### config.mk
export PLATFORM = sky130hd
export DESIGN_NAME = lcd_cmd_sequencer
export DESIGN_NICKNAME = d
export VERILOG_FILES = /design/src/rtl/lcd_seq_pkg.sv /design/src/rtl/lcd_seq_timer.sv /design/src/rtl/lcd_seq_script.sv /design/src/rtl/lcd_cmd_sequencer.sv
export SDC_FILE = /design/constraint.sdc
export NUM_CORES = 1
export LEC_CHECK = 0
export ABC_AREA = 1
export CORE_MARGIN = 2
export CORE_UTILIZATION = 35
export CTS_CLUSTER_DIAMETER = 200
export DETAILED_ROUTE_END_ITERATION = 12
export PLACE_DENSITY = 0.58
export SLEW_MARGIN = 20
export SYNTH_ARGS = -nofsm -noshare
export SYNTH_HDL_FRONTEND = slang
export SYNTH_SLANG_ARGS = --single-unit
### constraint.sdc
create_clock -name clk -period 4.7 [get_ports clk]
set_input_delay 0.47 -clock clk [delete_from_list [all_inputs] [get_ports clk]]
set_output_delay 0.47 -clock clk [all_outputs]
set_load 0.1 [all_outputs]
### src/rtl/lcd_seq_pkg.sv
package lcd_seq_pkg;

    typedef enum logic [2:0] {
        SQ_RST_LOW,
        SQ_RST_WAIT,
        SQ_LOAD,
        SQ_RUN,
        SQ_HOLD,
        SQ_IDLE
    } seq_state_t;

    // cycles for a time in microseconds at a clock given in kHz, rounded up, at least 1
    function automatic int us_to_cycles(input longint khz, input longint us);
        longint v;
        v = (khz * us + 64'd999) / 64'd1000;
        return (v < 1) ? 1 : int'(v);
    endfunction

    function automatic int max2(input int a, input int b);
        return (a > b) ? a : b;
    endfunction

endpackage

### src/rtl/lcd_seq_timer.sv
module lcd_seq_timer #(
    parameter int W = 8
) (
    input  logic         clk,
    input  logic         rst_n,
    input  logic         clear,
    input  logic [W-1:0] limit,
    output logic         last
);
    logic [W-1:0] cnt;

    // counts cycles spent in the current state; restarts on every state change
    always_ff @(posedge clk or negedge rst_n) begin
        if (!rst_n)      cnt <= '0;
        else if (clear)  cnt <= '0;
        else             cnt <= cnt + 1'b1;
    end

    assign last = (cnt == limit - 1'b1);
endmodule

### src/rtl/lcd_seq_script.sv
module lcd_seq_script (
    input  logic [2:0] idx,
    output logic [7:0] s_byte,
    output logic       s_rs,
    output logic       s_last
);
    localparam logic [2:0] LAST_IDX = 3'd5;

    always_comb begin
        unique case (idx)
            3'd0:    begin s_rs = 1'b1; s_byte = 8'h00; end  // dummy data write
            3'd1:    begin s_rs = 1'b0; s_byte = 8'h01; end  // clear
            3'd2:    begin s_rs = 1'b0; s_byte = 8'h06; end
            3'd3:    begin s_rs = 1'b0; s_byte = 8'h0E; end
            3'd4:    begin s_rs = 1'b0; s_byte = 8'h14; end
            3'd5:    begin s_rs = 1'b0; s_byte = 8'h20; end
            default: begin s_rs = 1'b0; s_byte = 8'h00; end
        endcase
    end

    assign s_last = (idx == LAST_IDX);
endmodule

### src/rtl/lcd_cmd_sequencer.sv
module lcd_cmd_sequencer
    import lcd_seq_pkg::*;
#(
    parameter int CLK_KHZ     = 50000,
    parameter int RST_LOW_US  = 100000,
    parameter int RST_WAIT_US = 200000,
    parameter int CLEAR_US    = 1600,
    parameter int CMD_US      = 200,
    parameter int DATA_US     = 50,
    parameter int LOAD_CYCLES = 4
) (
    input  logic       clk,
    input  logic       rst_n,
    input  logic       req_valid,
    input  logic       req_is_data,
    input  logic [7:0] req_byte,
    output logic       req_ready,
    output logic       lcd_rst_n,
    output logic       tx_load,
    output logic       tx_run,
    output logic       tx_rs,
    output logic [7:0] tx_byte,
    input  logic       tx_done
);
    localparam int T_RLOW  = us_to_cycles(CLK_KHZ, RST_LOW_US);
    localparam int T_RWAIT = us_to_cycles(CLK_KHZ, RST_WAIT_US);
    localparam int T_CLEAR = us_to_cycles(CLK_KHZ, CLEAR_US);
    localparam int T_CMD   = us_to_cycles(CLK_KHZ, CMD_US);
    localparam int T_DATA  = us_to_cycles(CLK_KHZ, DATA_US);
    localparam int T_LOAD  = (LOAD_CYCLES < 1) ? 1 : LOAD_CYCLES;
    localparam int T_MAX   = max2(max2(max2(T_RLOW, T_RWAIT), max2(T_CLEAR, T_CMD)),
                                  max2(T_DATA, T_LOAD));
    localparam int W       = $clog2(T_MAX + 1);
    localparam logic [7:0] CLEAR_CODE = 8'h01;

    seq_state_t   state_q, state_d;
    logic [2:0]   idx_q;
    logic         script_on_q;
    logic [7:0]   u_byte_q;
    logic         u_rs_q;
    logic [7:0]   s_byte;
    logic         s_rs, s_last;
    logic [W-1:0] limit, hold_lim;
    logic         t_last;

    lcd_seq_script u_script (
        .idx    (idx_q),
        .s_byte (s_byte),
        .s_rs   (s_rs),
        .s_last (s_last)
    );

    lcd_seq_timer #(.W(W)) u_timer (
        .clk   (clk),
        .rst_n (rst_n),
        .clear (state_d != state_q),
        .limit (limit),
        .last  (t_last)
    );

    // byte in flight: script entry during start-up, latched request afterwards
    assign tx_byte = script_on_q ? s_byte : u_byte_q;
    assign tx_rs   = script_on_q ? s_rs   : u_rs_q;

    always_comb begin
        if (tx_rs)                     hold_lim = W'(T_DATA);
        else if (tx_byte == CLEAR_CODE) hold_lim = W'(T_CLEAR);
        else                           hold_lim = W'(T_CMD);
    end

    always_comb begin
        unique case (state_q)
            SQ_RST_LOW:  limit = W'(T_RLOW);
            SQ_RST_WAIT: limit = W'(T_RWAIT);
            SQ_LOAD:     limit = W'(T_LOAD);
            SQ_HOLD:     limit = hold_lim;
            default:     limit = W'(1);
        endcase
    end

    // next state
    always_comb begin
        state_d = state_q;
        unique case (state_q)
            SQ_RST_LOW:  if (t_last)    state_d = SQ_RST_WAIT;
            SQ_RST_WAIT: if (t_last)    state_d = SQ_LOAD;
            SQ_LOAD:     if (t_last)    state_d = SQ_RUN;
            SQ_RUN:      if (tx_done)   state_d = SQ_HOLD;
            SQ_HOLD:     if (t_last)    state_d = (script_on_q && !s_last) ? SQ_LOAD : SQ_IDLE;
            SQ_IDLE:     if (req_valid) state_d = SQ_LOAD;
            default:                    state_d = SQ_RST_LOW;
        endcase
    end

    // state register and sequencing registers
    always_ff @(posedge clk or negedge rst_n) begin
        if (!rst_n) begin
            state_q     <= SQ_RST_LOW;
            idx_q       <= '0;
            script_on_q <= 1'b1;
            u_byte_q    <= '0;
            u_rs_q      <= 1'b0;
        end else begin
            state_q <= state_d;
            if (state_q == SQ_HOLD && t_last && script_on_q) begin
                if (s_last) script_on_q <= 1'b0;
                else        idx_q       <= idx_q + 1'b1;
            end
            if (state_q == SQ_IDLE && req_valid) begin
                u_byte_q <= req_byte;
                u_rs_q   <= req_is_data;
            end
        end
    end

    // outputs
    always_comb begin
        lcd_rst_n = (state_q != SQ_RST_LOW);
        tx_load   = (state_q == SQ_LOAD);
        tx_run    = (state_q == SQ_RUN);
        req_ready = (state_q == SQ_IDLE);
    end

    AST_LOAD_RUN_EXCL: assert property (@(posedge clk) disable iff (!rst_n)
        !(tx_load && tx_run)) else $error("load and run overlap");
    AST_LOAD_STABLE: assert property (@(posedge clk) disable iff (!rst_n)
        tx_load && $past(tx_load) |-> $stable(tx_byte) && $stable(tx_rs)) else $error("byte moved during load");
    AST_RUN_HOLDS: assert property (@(posedge clk) disable iff (!rst_n)
        tx_run && !tx_done |=> tx_run) else $error("run dropped early");
    AST_RUN_DROPS: assert property (@(posedge clk) disable iff (!rst_n)
        tx_run && tx_done |=> !tx_run && !tx_load) else $error("run kept after done");
    AST_RST_STAYS: assert property (@(posedge clk) disable iff (!rst_n)
        lcd_rst_n |=> lcd_rst_n) else $error("reset line reasserted");
    AST_ACCEPT: assert property (@(posedge clk) disable iff (!rst_n)
        req_valid && req_ready |=> tx_load && !req_ready) else $error("accepted request not loaded");
    AST_READY_QUIET: assert property (@(posedge clk) disable iff (!rst_n)
        req_ready |-> !tx_load && !tx_run && lcd_rst_n) else $error("ready while busy");
endmodule

[Word-level counts from Yosys, hierarchy flattened]
Cells that the tools add are included.
Cells by class
  add/subtract/negate cells: 3
  equal/unequal tests: 13
  muxes and demuxes: 16
  bitwise gates (word level): 1
  reduce and logical (&&, ||, !) cells: 10
Operators with widths (number)
  one-hot mux 24 bit (4 select lines): 1
  2-to-1 mux 24 bit: 2
  one-hot mux 6 bit (5 select lines): 1
  adder 24 x 1 -> 24 bit (second input constant): 1
  == test 24 bit: 1
  subtractor 24 x 1 -> 24 bit (second input constant): 1
  2-to-1 mux 3 bit: 7
  one-hot mux 3 bit (6 select lines): 1
  2-to-1 mux 17 bit: 1
  == test 3 x 2 -> 1 bit (second input constant): 4
  == test 3 bit (second input constant): 4
  == test 8 x 1 -> 1 bit (second input constant): 1
  2-to-1 mux 8 bit: 1
  == test 3 x 1 -> 1 bit (second input constant): 2
  zero test 3 bit: 2
  logical AND 1 bit: 4
  AND reduction 2 bit: 2
  adder 3 x 1 -> 3 bit (second input constant): 1
  != test 3 bit: 1
  nonzero test 3 bit: 1
  2-to-1 mux 1 bit: 2
  zero test 1 bit: 1
  NOT 1 bit: 1
Word-level totals
  flip-flop bits (word level): 40
  bits of input ports: 13
  output and inout bits: 13
  word-level logic and storage cells: 49

[Logic depth before layout (Yosys ltp)]
Gate-level depths: netlist (run 1).
  depth after elaboration: 13
  mapped depth: 23
  depth with buffers taken out: 22

[Cells and area by module]
A second synthesis (run 1) with hierarchy kept.
Second synthesis, totals
  cells, all modules: 562
  area total of the unflattened synthesis: 3474.6 µm²
By module, submodules not included
  lcd_seq_timer: instances 1, cells each 369, area each 2299.7 µm², seq. area each 600.6 µm²
  lcd_cmd_sequencer: instances 1, cells each 171, area each 1066.0 µm², seq. area each 401.6 µm²
  lcd_seq_script: instances 1, cells each 22, area each 108.9 µm², seq. area each 0.0 µm²

[Least setup slack after synthesis (run 1)]
OpenSTA, ideal clock, no wires.
  path type: reg2reg
  from: reg state_q[0]
  to: reg u_timer.cnt[13]
  library setup time: 0.124 ns
  data arrival time: 3.945 ns
  data required time: 4.576 ns
  setup slack: 0.630 ns
  stages on the path, launching flop included: 11
  path buffers: 1
  clock period less this slack: 4.070 ns
  path through: dfrtp_1 inv_1 nor3_1 nand2_1 nand2_1 nor2_1 nand3_1 nand2_2 nand3_4 buf_12 nor2_4
On the way
  elaborated cells on any way between the ends: 18
  those cells by class: add/sub (1); eq/ne (7); mux (9); reduce/logical (1)
RTL lines
  start: declaration: RTL line lcd_cmd_sequencer.sv:36  | seq_state_t state_q, state_d;
  start signal: assignment: RTL line lcd_cmd_sequencer.sv:104  | state_q <= state_d;
  == test 3 bit
  via req_ready: RTL line lcd_cmd_sequencer.sv:17  | output logic req_ready,
  one-hot mux 3 bit (6 select lines): RTL line lcd_cmd_sequencer.sv:84  | unique case (state_q)
  via state_d[1]: RTL line lcd_cmd_sequencer.sv:36
  != test 3 bit: RTL line lcd_cmd_sequencer.sv:56  | .clear (state_d != state_q),
  2-to-1 mux 24 bit: RTL line lcd_seq_timer.sv:15  | else if (clear) cnt <= '0;
  end signal: assignment: RTL line lcd_seq_timer.sv:16  | else cnt <= cnt + 1'b1;
  end: declaration: RTL line lcd_seq_timer.sv:10  | logic [W-1:0] cnt;
The timed path passes the listed nets, and every way through them passes these cells.
A chain may end at the register's enable or synchronous reset.

[Worst setup path in the final report (run 1)]
  from: reg idx_q[2]
  to: reg u_timer.cnt[23]
On the way
  word-level cells in the longest chain between the ends: 13
  elaborated cells on any way between the ends: 26
  those cells by class: add/sub (1); eq/ne (8); mux (14); reduce/logical (3)
RTL lines
  start: declaration: RTL line lcd_cmd_sequencer.sv:37  | logic [2:0] idx_q;
  start signal: assignment: RTL line lcd_cmd_sequencer.sv:107  | else idx_q <= idx_q + 1'b1;
  == test 3 bit (tied with other cells): RTL line lcd_seq_script.sv:10, lcd_seq_script.sv:21
  one-hot mux 6 bit (5 select lines): RTL line lcd_seq_script.sv:10  | unique case (idx)
  2-to-1 mux 8 bit: RTL line lcd_cmd_sequencer.sv:62  | assign tx_byte = script_on_q ? s_byte : u_byte_q;
  == test 8 x 1 -> 1 bit: RTL line lcd_cmd_sequencer.sv:67  | else if (tx_byte == CLEAR_CODE) hold_lim = W'(T_CLEAR);
  2-to-1 mux 17 bit: RTL line lcd_cmd_sequencer.sv:67
  2-to-1 mux 24 bit: RTL line lcd_cmd_sequencer.sv:66  | if (tx_rs) hold_lim = W'(T_DATA);
  one-hot mux 24 bit (4 select lines): RTL line lcd_cmd_sequencer.sv:72  | unique case (state_q)
  subtractor 24 x 1 -> 24 bit: RTL line lcd_seq_timer.sv:19  | assign last = (cnt == limit - 1'b1);
  == test 24 bit: RTL line lcd_seq_timer.sv:19
  2-to-1 mux 3 bit, on equally long branches
  one-hot mux 3 bit (6 select lines) (*): RTL line lcd_cmd_sequencer.sv:84
  != test 3 bit (*): RTL line lcd_cmd_sequencer.sv:56
  2-to-1 mux 24 bit (*): RTL line lcd_seq_timer.sv:15
Mark *: on every way between the ends. The rest lies on a longest branch, timed or not.

==> results.json, run 1 <==
{
  "n_antenna_cell": 0,
  "crit_chain": "inv_2 > ha_1 > inv_1 > nand2_1 > nor2_1 > nor2_2 > nand2_1 > nor2_4 > nand3_1 > nand2_1 > nand2_1 > a21oi_1 > nand3_1 > nor2_2 > nand3_1 > nand2_1 > nand2_1 > nand2_2 > nand3_4 > nor2_1",
  "drt-total-wl_mm": 5.99,
  "slew_headroom_pct": 32.5,
  "synth_top_family_by_area": "simple AND/OR/NAND/NOR gates",
  "place_congestion": 0.830,
  "tightest_slew_ns": 1.01,
  "vias_per_cell": 4.82,
  "synthAdderAreaFrac_pct": 2.70,
  "portBuffers": 25,
  "vias": 2343,
  "grt-ovfl-total": 0,
  "synth_top_area_cell": "dfrtp_1",
  "grt_use_total_pct": 15.3,
  "critical_path_required_ns": 4.90,
  "syn_area_um2": 2780,
  "drc": 0,
  "period_needed_ns": 3.27,
  "crit_type": "flip-flop to flip-flop",
  "num_rows": 32,
  "rsz0062_at_grt": "false",
  "endpoint_kind": "flip-flop",
  "syn_nets": 375,
  "crit_slowest_cell": "nand3_4",
  "ioPinCount": 26,
  "n_fill_cell": 791,
  "synth_mux_area_share_pct": 1.62,
  "hold_viol": 0,
  "synth_simple_gate_area_share_pct": 39.7,
  "fin_worst_skew_ns": 0.00744,
  "htree_levels": 2,
  "synth-seq-cells": 40,
  "critical_path.n_buffers_inverters": 2,
  "ys_top_cells_by_count": "90 x nand2_1, 46 x inv_1, 39 x dfrtp_1, 35 x nor2_1, 24 x nand3_1",
  "grt_max_degree": 41,
  "async_flop_share_pct": 100,
  "slowest_delay_ns": 0.50,
  "path_clk_slew_ns": 0.08,
  "ys_top_cells_by_area": "dfrtp_1 35%, nand2_1 12%, nor2_4 8.9%, inv_1 6.2%, xor2_1 5.0%",
  "synth.avg_cell_area_um2": 7.81,
  "cap_violations": 0,
  "period_share_pct": 69.5,
  "clock_path_buffers": 2,
  "initialDrtViolationCount": 82,
  "start_util_pct": 36.0,
  "synth.most_common_cell": "nand2_1",
  "die_h_um": 93.1,
  "ys.flop_type": "dfrtp_1",
  "die_area_um2": 8670,
  "fmax_ghz": 0.306,
  "post_cts_resized": 0,
  "powerDensity_nw_per_um2": 199,
  "firstDrtPassIters": 5,
  "area.growth.synth_to_final_pct": 15.2,
  "die_w_um": 93.1,
  "ys_seq_area_share_pct": 36.0,
  "cts_tree": "built",
  "worst_slack_ns": 1.43,
  "setup_violations": 0,
  "synthDistinctLibCells": 33,
  "hp-class": "primary input to asynchronous set/reset pin",
  "critPathArrivalTime_ns": 3.47,
  "postRouteAntennaNets": 0,
  "cp_common_cell": "nand2_1",
  "synth_edf_count": 0,
  "synth_largest_type_area_fraction_pct": 35.1,
  "antenna_found_initial": 0,
  "setup-tns-final_ns": 0,
  "avgRoutedWirePerCell_um": 12.3,
  "core_area_um2": 7730,
  "leakage_nw": 1.39,
  "path_max_fanout": 24,
  "hold_buffers": 0,
  "cp_top_family": "simple AND/OR/NAND/NOR gates",
  "root_buffer": "clkbuf_8",
  "synth_cells": 356,
  "stdcell_area_um2": 3200,
  "pre_cts_ws_ns": 1.38,
  "grt_pass1_vias": 2309,
  "synth-xor-area-share_pct": 5.99,
  "post-dp-hpwl_mm": 4.65,
  "drive_gt1_share_pct": 13.8,
  "cp-start-kind": "flip-flop",
  "peakVddDrop_uv": 126,
  "clock_latency_ns": 0.29,
  "status": "finished clean",
  "post_cts_buffers": 0,
  "num-nets-final": 402,
  "numCtsBuffers": 5,
  "dpl_cell_area_um2": 3090,
  "clock_sinks": 40,
  "yosysWarnings": 0,
  "synth_compound_gate_area_share_pct": 5.31,
  "grt_first_pass_wirelength_mm": 10.7,
  "slew_viol_final": 0
}
## through the flow
stage | utilization [%] | cells | hold slack (ns) | power, W
after CTS | 41.4 | 486 | 0.341 | 0.000650
after global placement | 40.0 | 478 | 0.499 | 0.000368
after global routing | 41.4 | 486 | 0.375 | 0.000666
after detailed placement | 40.0 | 478 | 0.503 | 0.000369
final | 41.4 | 486 | 0.289 | 0.000637
after floorplan | - | 356 | 0.174 | 0.000351
## layer usage
metal | vias to the layer above | part of all wire [%] | track usage [%]
met4 | 0 | 0.62 | 4.53
met1 | 1130 | 51 | 21.4
met5 | - | 0 | 0
li1 | 1186 | - | -
met2 | 25 | 46 | 24.5
met3 | 2 | 2.5 | 2.42
## flip-flops by register name, indices dropped and copies added, names as in the netlist
signal and flops:
idx_q 3, script_on_q 1, state_q 3, u_byte_q 8, u_rs_q 1, u_timer.cnt 24
## worst paths after layout
check                            start              end  slack [ns]  cells past startpoint
setup / recovery              idx_q[2]  u_timer.cnt[23]        1.43                     20
hold / removal                   rst_n      u_byte_q[0]        0.29                      1
setup reg to reg              idx_q[2]  u_timer.cnt[23]        1.43                     20
hold reg to reg            u_byte_q[5]      u_byte_q[5]        0.52                      1
max in group asynchronous        rst_n   u_timer.cnt[9]        3.85                      1
min in group clk           u_byte_q[5]      u_byte_q[5]        0.52                      1
## cells by family (layout without fill, tap and decap cells)
group	count (synthesis)	in the layout
DFF	40	40
buffers and inverters	53	81
AOI/OAI and AO/OA	26	26
adders and majority gates	6	6
and+or+nand+nor	208	208
xor gates and xnor gates	19	19
muxes	4	4
## layout by cell type, fill, tap and decap left out, types with 2 or more instances in the layout
master           instances
mux2_2                   4
nand3_2                  2
dfrtp_1                 39
nor3_1                   4
nor2_4                  22
a21oi_1                 12
nor4_1                   4
clkbuf_8                 5
nor2_2                   5
xor2_1                  16
inv_2                    2
nand3b_1                 2
nand4_1                 12
xnor2_1                  3
nor2_1                  35
nand3_1                 24
nand2_1                 90
inv_1                   46
o21ai_0                  8
nand2_2                  5
clkdlybuf4s50_1         24
ha_1                     6
## power breakdown
part	internal [W]	switching, W	total, W
registers	0.000344	0	0.000344
logic	0.00000831	0.00000846	0.0000168
clock network	0.000158	0.000119	0.000276
## cell type report
type | instances | area, µm² | area share (%)
sequential | 40 | 1000 | 31.3
inverter | 48 | 180 | 5.63
timing repair buffer | 25 | 245 | 7.66
tap | 102 | 128 | 3.99
clock inverter | 2 | 35.0 | 1.09
multi-input combinational | 263 | 1540 | 48.1
clock buffer | 6 | 72.6 | 2.27
Note: power is estimated with default switching activity, not from simulation.
==> inputs of run 2 (changes only) <==
- clock period: 4.7 -> 3.2 ns (I/O delays scaled with it)
==> run 2 against run 1 <==
- power grew 37%
- fmax grew 13%
- via count grew 0.81%
- first-iteration DRC count grew 16%
- count of clock-buffer cells in the layout is the same
- largest power group unchanged
==> results.json, run 2 (same netlist as run 1, synthesis figures left out) <==
{
  "r2r_start": "state_q[1]",
  "grt_pass1_vias": 2405,
  "crit_end": "u_timer.cnt[23]",
  "powerDensity_nw_per_um2": 269,
  "firstDrtPassIters": 4,
  "pre_cts_ws_ns": 0.260,
  "die_w_um": 93.1,
  "cap_violations": 0,
  "setup-tns-final_ns": 0,
  "vias_per_cell": 4.81,
  "root_buffer": "clkbuf_8",
  "regToRegSetupSlack_ns": 0.30,
  "clock_sinks": 40,
  "stdcell_area_um2": 3230,
  "grt_first_pass_wirelength_mm": 11.1,
  "grt_max_degree": 41,
  "core_area_um2": 7730,
  "grt_use_total_pct": 15.8,
  "critical_path_required_ns": 3.39,
  "post-dp-hpwl_mm": 4.72,
  "worst_slack_ns": 0.303,
  "peakVddDrop_uv": 159,
  "fmax_ghz": 0.345,
  "antenna_found_initial": 0,
  "grt-ovfl-total": 0,
  "hp-class": "primary input to asynchronous set/reset pin",
  "fin_worst_skew_ns": 0.00456,
  "leakage_nw": 1.43,
  "path_clk_slew_ns": 0.08,
  "r2r_end": "u_timer.cnt[23]",
  "hold_viol": 0,
  "top_register": "u_timer.cnt",
  "portBuffers": 25,
  "num-nets-final": 407,
  "tightest_slew_ns": 0.967,
  "hold_buffers": 0,
  "critPathArrivalTime_ns": 3.09,
  "period_share_pct": 90.5,
  "endpoint_kind": "flip-flop",
  "postRouteAntennaNets": 0,
  "drt-total-wl_mm": 6.18,
  "clock_path_buffers": 2,
  "place_congestion": 0.888,
  "cp-start-kind": "flip-flop",
  "final_common_cell": "nand2_1",
  "worst-r2r-cell-count": 13,
  "start_util_pct": 36.0,
  "n_antenna_cell": 0,
  "avgRoutedWirePerCell_um": 12.6,
  "finish.utilization_pct": 41.8,
  "setup_violations": 0,
  "crit_type": "flip-flop to flip-flop",
  "status": "finished clean",
  "ioPinCount": 26,
  "slew_viol_final": 0,
  "htree_levels": 2,
  "drive_gt1_share_pct": 18.5,
  "numCtsBuffers": 5,
  "layout_common_cells": "88 x nand2_1, 46 x inv_1, 39 x dfrtp_1",
  "num_rows": 32,
  "n_fill_cell": 779,
  "die_area_um2": 8670,
  "initialDrtViolationCount": 95,
  "rsz0062_at_grt": "false",
  "cts_tree": "built",
  "slew_headroom_pct": 35.3,
  "period_needed_ns": 2.90,
  "area.growth.synth_to_final_pct": 16.3,
  "vias": 2362,
  "holdWs_ns": 0.148,
  "dpl_cell_area_um2": 3120,
  "top_regs": "u_timer.cnt x24, u_byte_q x8",
  "drc": 0,
  "startpoint": "state_q[1]",
  "path_max_fanout": 13,
  "die_h_um": 93.1,
  "clock_latency_ns": 0.29,
  "largest_reg_flops": 24
}
-- run 2: cell types whose count changed in the layout (fill, tap and decap cells not counted), sizes merged --
cell / previous run / this run
buf: 1 / 17
clkdlybuf4s50: 24 / 13
bufinv: 1 / 0
clkinvlp: 0 / 1
-- run 2: metal layers --
layer  vias up  routed length [µm]  global-route usage [%]
met4         0                  51                    3.68
li1       1201                   -                       -
met5         -                   0                       0
met3         6                 229                    2.82
met1      1098                3040                    21.5
met2        57                2850                    26.4
-- run 2: final cells by class --
class / count / area, µm² / area share (%)
clock buffers: 6 / 72.6 / 2.24
clock inverters: 2 / 16.3 / 0.503
inverters: 48 / 180 / 5.57
multi-input cells: 263 / 1550 / 48.1
flip-flops and latches: 40 / 1000 / 31.0
well taps: 102 / 128 / 3.95
repair buffers: 30 / 280 / 8.67
-- run 2: worst min-delay path by stage --
stage	to	cells after the start	slack [ns]	startpoint
3_5_place_dp	u_byte_q[5]	1	0.50	u_byte_q[5]
3_3_place_gp	u_byte_q[0]	1	0.50	u_byte_q[0]
2_1_floorplan	idx_q[0]	0	0.02	rst_n
5_1_grt	u_byte_q[0]	1	0.22	rst_n
4_1_cts	u_byte_q[2]	1	0.19	rst_n
6_report	u_byte_q[2]	1	0.15	rst_n
-- run 2: power breakdown --
group	total (W)	switching (W)	internal [W]
clock	0.000340	0.000185	0.000155
sequential	0.000505	0	0.000505
combinational	0.0000245	0.0000123	0.0000122
-- run 2: stage by stage --
step	cells	power, W
detailed placement	480	0.000541
floorplan	356	0.000516
global route	491	0.000909
global placement	480	0.000540
finish	491	0.000869
CTS	488	0.000888
-- run 2: critical path: stages, from the launching register on --
cell and delay, ns:
dfrtp_1 0.46, nor2_1 0.30, inv_1 0.19, nor2_2 0.32, inv_1 0.19, nand2_1 0.10
nand4_1 0.11, nor2_1 0.34, nand4_4 0.19, nand3_1 0.15, nand2_2 0.09, nand3_4 0.09
buf_12 0.19, nor2_1 0.05
-- run 2: repair_timing --
action / 4_1_cts / 5_1_grt
setup endpoints to repair: 0 / 24
buffers inserted: 0 / 3
resized for setup: 0 / 1
hold endpoints to repair: 0 / 0
